$ cat src/rtl/vga_tim_pkg.sv
package vga_tim_pkg;

  // Phase of one sync axis, in the order the counter walks through them.
  typedef enum logic [1:0] {
    SEG_ACTIVE = 2'd0,
    SEG_FRONT  = 2'd1,
    SEG_SYNC   = 2'd2,
    SEG_BACK   = 2'd3
  } seg_e;

  // Flags registered together on every counter update.
  typedef struct packed {
    logic blank;
    logic sync;
    logic gate;
  } axis_flags_t;

endpackage

$ cat src/rtl/vga_rst_sync.sv
module vga_rst_sync #(
  parameter int STAGES = 2
) (
  input  logic clk,
  input  logic rst,
  output logic rst_n
);

  logic [STAGES-1:0] chain_q;
  logic [STAGES-1:0] chain_d;

  always_comb begin
    chain_d = {chain_q[STAGES-2:0], 1'b1};
  end

  // Assert immediately, release on the clock.
  always_ff @(posedge clk or posedge rst) begin
    if (rst) begin
      chain_q <= '0;
    end else begin
      chain_q <= chain_d;
    end
  end

  assign rst_n = chain_q[STAGES-1];

endmodule

$ cat src/rtl/vga_pix_div.sv
module vga_pix_div #(
  parameter int DIV = 4
) (
  input  logic clk,
  input  logic rst_n,
  output logic tick
);

  generate
    if (DIV > 1) begin : g_div
      localparam int DW = $clog2(DIV);
      localparam logic [DW-1:0] LAST = DW'(DIV - 1);

      logic [DW-1:0] cnt_q;
      logic [DW-1:0] cnt_d;

      always_comb begin
        cnt_d = (cnt_q == LAST) ? '0 : cnt_q + 1'b1;
      end

      always_ff @(posedge clk or negedge rst_n) begin
        if (!rst_n) begin
          cnt_q <= '0;
        end else begin
          cnt_q <= cnt_d;
        end
      end

      assign tick = (cnt_q == LAST);
    end else begin : g_nodiv
      logic unused_in;
      assign unused_in = clk ^ rst_n;
      assign tick = 1'b1;
    end
  endgenerate

endmodule

$ cat src/rtl/vga_axis_gen.sv
module vga_axis_gen
  import vga_tim_pkg::*;
#(
  parameter int ACTIVE = 640,
  parameter int FRONT  = 16,
  parameter int PULSE  = 96,
  parameter int BACK   = 48,
  localparam int TOTAL = ACTIVE + FRONT + PULSE + BACK,
  localparam int CW    = $clog2(TOTAL)
) (
  input  logic          clk,
  input  logic          rst_n,
  input  logic          ce,
  output logic [CW-1:0] pos,
  output logic          blank,
  output logic          sync_n,
  output logic          gate
);

  localparam int SYNC_START = ACTIVE + FRONT;
  localparam int SYNC_END   = SYNC_START + PULSE;
  localparam logic [CW-1:0] LAST = CW'(TOTAL - 1);

  logic [CW-1:0] cnt_q, cnt_d;
  seg_e          seg_q, seg_d;
  axis_flags_t   flg_q, flg_d;

  function automatic seg_e seg_of(input logic [CW-1:0] c);
    int v;
    v = int'(c);
    if (v < ACTIVE)          return SEG_ACTIVE;
    else if (v < SYNC_START) return SEG_FRONT;
    else if (v < SYNC_END)   return SEG_SYNC;
    else                     return SEG_BACK;
  endfunction

  // Next state: counter and the flags that belong to its new value.
  always_comb begin
    cnt_d = cnt_q;
    if (ce) begin
      cnt_d = (cnt_q == LAST) ? '0 : cnt_q + 1'b1;
    end
    seg_d       = seg_of(cnt_d);
    flg_d.blank = (seg_d != SEG_ACTIVE);
    flg_d.sync  = (seg_d == SEG_SYNC);
    flg_d.gate  = ce && (seg_d == SEG_SYNC) && (seg_q != SEG_SYNC);
  end

  always_ff @(posedge clk or negedge rst_n) begin
    if (!rst_n) begin
      cnt_q <= '0;
      seg_q <= SEG_ACTIVE;
      flg_q <= '0;
    end else begin
      cnt_q <= cnt_d;
      seg_q <= seg_d;
      flg_q <= flg_d;
    end
  end

  assign pos    = cnt_q;
  assign blank  = flg_q.blank;
  assign sync_n = ~flg_q.sync;
  assign gate   = flg_q.gate;

endmodule

$ cat src/rtl/vga_frame_timer.sv
module vga_frame_timer #(
  parameter int CLK_DIV  = 4,
  parameter int H_ACTIVE = 640,
  parameter int H_FRONT  = 16,
  parameter int H_SYNC   = 96,
  parameter int H_BACK   = 48,
  parameter int V_ACTIVE = 480,
  parameter int V_FRONT  = 10,
  parameter int V_SYNC   = 2,
  parameter int V_BACK   = 33,
  localparam int H_TOTAL = H_ACTIVE + H_FRONT + H_SYNC + H_BACK,
  localparam int V_TOTAL = V_ACTIVE + V_FRONT + V_SYNC + V_BACK,
  localparam int HW      = $clog2(H_TOTAL),
  localparam int VW      = $clog2(V_TOTAL)
) (
  input  logic          clk,
  input  logic          rst,
  output logic          hsync_n,
  output logic          vsync_n,
  output logic          hblank,
  output logic          vblank,
  output logic [HW-1:0] h_pos,
  output logic [VW-1:0] v_pos,
  output logic          line_strobe,
  output logic          eof
);

  logic core_rst_n;
  logic pix_ce;
  logic h_gate;

  vga_rst_sync #(.STAGES(2)) u_rst (
    .clk  (clk),
    .rst  (rst),
    .rst_n(core_rst_n)
  );

  vga_pix_div #(.DIV(CLK_DIV)) u_div (
    .clk  (clk),
    .rst_n(core_rst_n),
    .tick (pix_ce)
  );

  vga_axis_gen #(
    .ACTIVE(H_ACTIVE), .FRONT(H_FRONT), .PULSE(H_SYNC), .BACK(H_BACK)
  ) u_h (
    .clk   (clk),
    .rst_n (core_rst_n),
    .ce    (pix_ce),
    .pos   (h_pos),
    .blank (hblank),
    .sync_n(hsync_n),
    .gate  (h_gate)
  );

  // Vertical axis counts lines: its enable is the horizontal gate.
  vga_axis_gen #(
    .ACTIVE(V_ACTIVE), .FRONT(V_FRONT), .PULSE(V_SYNC), .BACK(V_BACK)
  ) u_v (
    .clk   (clk),
    .rst_n (core_rst_n),
    .ce    (h_gate),
    .pos   (v_pos),
    .blank (vblank),
    .sync_n(vsync_n),
    .gate  (eof)
  );

  assign line_strobe = h_gate;

endmodule

$ cat config.mk
export PLATFORM = sky130hd
export DESIGN_NAME = vga_frame_timer
export DESIGN_NICKNAME = d
export VERILOG_FILES = /design/src/rtl/vga_tim_pkg.sv /design/src/rtl/vga_rst_sync.sv /design/src/rtl/vga_pix_div.sv /design/src/rtl/vga_axis_gen.sv /design/src/rtl/vga_frame_timer.sv
export SDC_FILE = /design/constraint.sdc
export NUM_CORES = 1
export LEC_CHECK = 0
export BUFFER_PORTS_ARGS = -buffer_cell sky130_fd_sc_hd__buf_2
export CORE_UTILIZATION = 30
export CTS_BUF_LIST = sky130_fd_sc_hd__clkbuf_4 sky130_fd_sc_hd__clkbuf_8
export CTS_CLUSTER_DIAMETER = 40
export DETAILED_ROUTE_END_ITERATION = 7
export PLACE_DENSITY = 0.59
export SKIP_LAST_GASP = 1
export SLEW_MARGIN = 20
export SYNTH_ARGS = -nofsm -noshare
export SYNTH_HDL_FRONTEND = slang
export SYNTH_SLANG_ARGS = --single-unit
$ cat constraint.sdc
create_clock -name clk -period 2 [get_ports clk]
set_clock_uncertainty 0.2 [all_clocks]
set_input_delay 0.1 -clock clk [delete_from_list [all_inputs] [get_ports clk]]
set_output_delay 0.1 -clock clk [all_outputs]
set_load 0.01 [all_outputs]
=== Word level (Yosys, flattened, before mapping) ===
Index checks and enable logic that the tools add are counted.

* $add $sub $neg: 3
* Multipliers: 0
* Divide/modulo/power cells: 0
* Order comparisons: 6
* Equality and inequality tests: 7
* Shift-type cells: 0
* Multiplexer cells: 11
* Bitwise operators: 2
* Reductions and logical operators: 6

{| class="wikitable"
|+ Operators with widths
! cell !! number
|-
| $mux 10 || 4
|-
| $lt 10x10->1 const B || 3
|-
| $lt 10x9->1 const B || 3
|-
| $add 10x1->10 const B || 2
|-
| $eq 10x10->1 const B || 2
|-
| $mux 2 || 5
|-
| $eq 2x2->1 const B || 3
|-
| $logic_and 1x1->1 || 4
|-
| $ne 2x2->1 const B || 2
|-
| $reduce_bool 2->1 || 2
|-
| $add 2x1->2 const B || 1
|-
| $mux 1 || 2
|-
| $not 1->1 || 2
|}

* Flip-flop bits (word level): 34
* Bits in latches: 0
* Memory bits (writable): 0
* Memory bits (read-only): 0
* Output and inout bits: 26
* Word-level logic and storage cells: 47
* Memories: 0

=== Depth between registers and ports, before layout ===
* Word-level depth: 10
* Depth in mapped cells: 8
* Gate-level depth less buffers: 7

=== Modules after synthesis ===
A second synthesis with hierarchy kept.

* Cells, all modules: 160
* Area total of the unflattened synthesis: 1746.7 um^2

{| class="wikitable"
|+ By module, submodules not included
! module !! times used !! cells an instance !! area an instance (um^2) !! sequential area each (um^2)
|-
| vga_axis_gen (u_v) || 1 || 85 || 868.3 || 375.4
|-
| vga_axis_gen (u_h) || 1 || 67 || 754.5 || 375.4
|-
| vga_pix_div || 1 || 4 || 66.3 || 50.0
|-
| vga_rst_sync || 1 || 4 || 57.6 || 50.0
|}

=== Least setup slack after synthesis ===
Ideal clock, no wire load.

* Kind: flip-flop to flip-flop
* Start: register u_h.cnt_q[0] (netlist: u_h.pos[0])
* End: register u_h.flg_q[1] (netlist name)
* Data arrival time: 1760 ps
* Path slack: -61 ps
* Stages on the path, launching flop included: 8
* Buffers on the path: 1
* Period minus slack after synthesis: 2061 ps
* Cells stage by stage: dfrtp_1 > ha_1 > and3_1 > buf_4 > and4_4 > o221ai_2 > a21bo_1 > nor4_1

{| class="wikitable"
|+ RTL lines
! element !! RTL line !! source
|-
| start, declared || vga_axis_gen.sv:24 || <nowiki>logic [CW-1:0] cnt_q, cnt_d;</nowiki>
|-
| start signal, assigned || vga_axis_gen.sv:55 || <nowiki>cnt_q <= cnt_d;</nowiki>
|-
| end signal, assigned || vga_axis_gen.sv:57 || <nowiki>flg_q <= flg_d;</nowiki>
|-
| end, declared || vga_axis_gen.sv:26 || <nowiki>axis_flags_t flg_q, flg_d;</nowiki>
|}

==> flow_summary.toml <==
[floorplan]
die-area_um2 = 6390
io-pin-count = 28
die_w_um = 79.9
coreArea_um2 = 5890
die_y_um = 79.9
initial_core_util_pct = 31.0
num_rows = 28

[worst_setup_path]
crit_type = "register to register"
required_ns = 1.97
reg2reg_from = "u_v.pos[1]"
worstPathCellList = "inv_2, ha_1, or4b_4, o211ai_2, nand3_2, nor4b_4, and3_1"
critPathSlowestCell = "or4b_4"
reg2reg_to = "u_v.gate"
r2r_cells = 7
arrival_ns = 2.01
crit_path_max_fanout = 4
ff2ff_setup_slack_ns = -0.03
start_kind = "register"
slowest_delay_ns = 0.49
critPathCaptureType = "register"

[power_and_ir_drop]
seqPwrFrac_pct = 55.5
power_density_nw_per_um2 = 495
pwr-share-comb_pct = 1.5
p_total_w = 0.00124
p_sw_share_pct = 20.7
power_leakage_nw = 1.17
p_clk_share_pct = 43.0
ir_drop_mv = 0.198
p_int_w = 0.000985
power_switching_w = 0.000258

[yosys]
syn_area_um2 = 1820
synth-main-ff-cell = "dfrtp_1"
synth_edf_count = 0
yosysTopAreaCellShare_pct = 46.7
synth.distinct_cells = 56
synth-seq-cells = 34
avgSynthCellArea_um2 = 10.3
yosys.area.top_type = "dfrtp_1"
ys_seq_area_share_pct = 46.7
synthCells = 177
yosys-top-cells-area = "dfrtp_1 47%, xnor2_1 3.8%, inv_1 2.9%"
ys_async_sr_fraction_pct = 100
syn_nets = 183
yosys_warnings = 0

[routing]
viasPerCell = 4.78
drt-initial-drc-count = 67
drcViolationCount = 0
vias = 1528
drt_first_pass_iters = 4
wirelength_mm = 4.14
ant_nets = 0
detail_route.wl_per_cell_um = 12.9

[placement]
dp_slack_ns = -0.0788
placed_area_um2 = 2270
gp_congestion = 0.778
hpwl_mm = 2.95
numPortBuffers = 27

[sta]
rsz0062_at_grt = "yes"
slew_violations = 0
fin_ws_ns = -0.0329
setup_viol = 1
period_minus_slack_ns = 2.03
relSlewSlack_pct = 65.4
period_share_pct = 102
worst_pin_slew_ns = 0.514
hold_viol = 0
fmax_mhz = 492

[grt]
grt_pass1_vias = 1433
grt_pass1_wl_mm = 6.68
grt-ovfl-total = 0
grt_use_total_pct = 13.6
grt_max_degree = 33
grt_antenna_before_repair = 0

[clocking]
htreeDepth = 2
root_buffer = "clkbuf_8"
clkLatencyLatePin_ns = 0.28
clk_pin_slew_ns = 0.07
cts_buffers = 5
clock_path_buffers = 2
cts_tree = "yes"
cts_sinks = 34

[layout]
fin_util_pct = 42.6
n_fill_cell = 595
mostFrequentLayoutCell = "buf_4"
syn_to_final_growth_pct = 37.8
nNetsFinal = 250
final_cell_area_um2 = 2510
diodes = 0
layout_common_cells = "40 x buf_4, 31 x dfrtp_1, 27 x buf_2"
layout-drive-gt1-share_pct = 45.3

[outcome]
status = "complete, but fails checks"
failed_checks = "negative setup slack"

[run]
drv_cap = 0

[min_path]
hp-class = "register to async pin"
## critical path: cells and delay by family, from the launching register on
kind / cells / cell delay (ns)
and+or+nand+nor: 4 / 0.93
buffers and inverters: 1 / 0.07
adders and majority gates: 1 / 0.12
AOI/OAI and AO/OA: 1 / 0.17
DFF: 1 / 0.44
## per-stage QoR
step / hold slack [ns] / instances / setup TNS (ns)
after detailed placement: -0.246 / 305 / -0.156
after floorplan: -0.359 / 177 / -0.00802
final: 0.0681 / 320 / -0.0329
after global placement: -0.248 / 305 / -0.157
after CTS: 0.0831 / 317 / -0.0754
after global routing: 0.117 / 320 / -0.287
## state kept, by name, summed over array words and instances (netlist names)
signal	cells
u_div.g_div.cnt_q	2
u_h.blank	1
u_h.flg_q	1
u_h.gate	1
u_h.pos	10
u_h.seg_q	2
u_rst.chain_q	2
u_v.blank	1
u_v.flg_q	1
u_v.gate	1
u_v.pos	10
u_v.seg_q	2
## routing by layer
layer	GRT usage, %	part of all wire [%]	vias up
met1	16.5	46	720
met4	4.29	1.3	0
met5	0	0	-
met3	3.31	4.0	7
met2	23.6	49	31
li1	-	-	770
## cell type report
class	instances	area (µm²)	area share [%]
Multi-Input combinational cell	120	958	38.2
Sequential cell	34	855	34.0
Timing Repair Buffer	69	455	18.1
Tap cell	75	93.8	3.74
Clock buffer	7	90.1	3.59
Inverter	14	52.6	2.09
Clock inverter	1	5.00	0.199
## synth_stat cells (5+ instances only)
cell     count
dfrtp_1     34
inv_1       14
nand2_1     14
nor2_1      11
xnor2_1      8
a21oi_1      5
nand4_1      5
nor3_1       5
## worst max path at each step
stage | from | end | slack [ns] | depth (start not counted)
after floorplan | u_div.g_div.cnt_q[0] | u_h.flg_q[1] | -0.008 | 8
final | u_v.pos[1] | u_v.gate | -0.03 | 7
after global routing | u_v.pos[0] | u_v.gate | -0.12 | 7
after CTS | u_h.pos[0] | u_h.flg_q[1] | -0.04 | 6
after detailed placement | u_div.g_div.cnt_q[0] | u_h.flg_q[1] | -0.08 | 6
after global placement | u_v.pos[0] | u_v.gate | -0.07 | 6
## power by group through the flow
stage | combinational [W] | sequential [W] | clock (W)
floorplan | 0.000000921 | 0.000712 | 0
global placement | 0.0000167 | 0.000703 | 0
detailed placement | 0.0000169 | 0.000703 | 0
CTS | 0.0000197 | 0.000690 | 0.000562
global route | 0.0000223 | 0.000689 | 0.000590
finish | 0.0000187 | 0.000690 | 0.000534
## repair_timing
action / 4_1_cts / 5_1_grt
pin swaps: 3 / 4
endpoints found under the setup margin: 8 / 12
hold endpoints to repair: 2 / 0
hold buffers: 2 / 0
gates resized for setup: 8 / 13
buffers inserted: 2 / 3
## cells by family (layout without fill, tap and decap cells)
family                   count (synthesis)  after routing  synth area share [%]
AND/OR/NAND/NOR                         69             69                  23.7
flip-flops                              34             34                  46.7
AO/OA/AOI/OAI                           33             33                  14.0
buffers and inverters                   23             91                  6.18
XOR/XNOR                                11             11                  5.29
adder cells (fa/ha/maj)                  4              4                  2.75
multiplexers                             2              2                  1.17
other                                    1              1                 0.206
No activity file was read; power rests on OpenSTA's default activity.
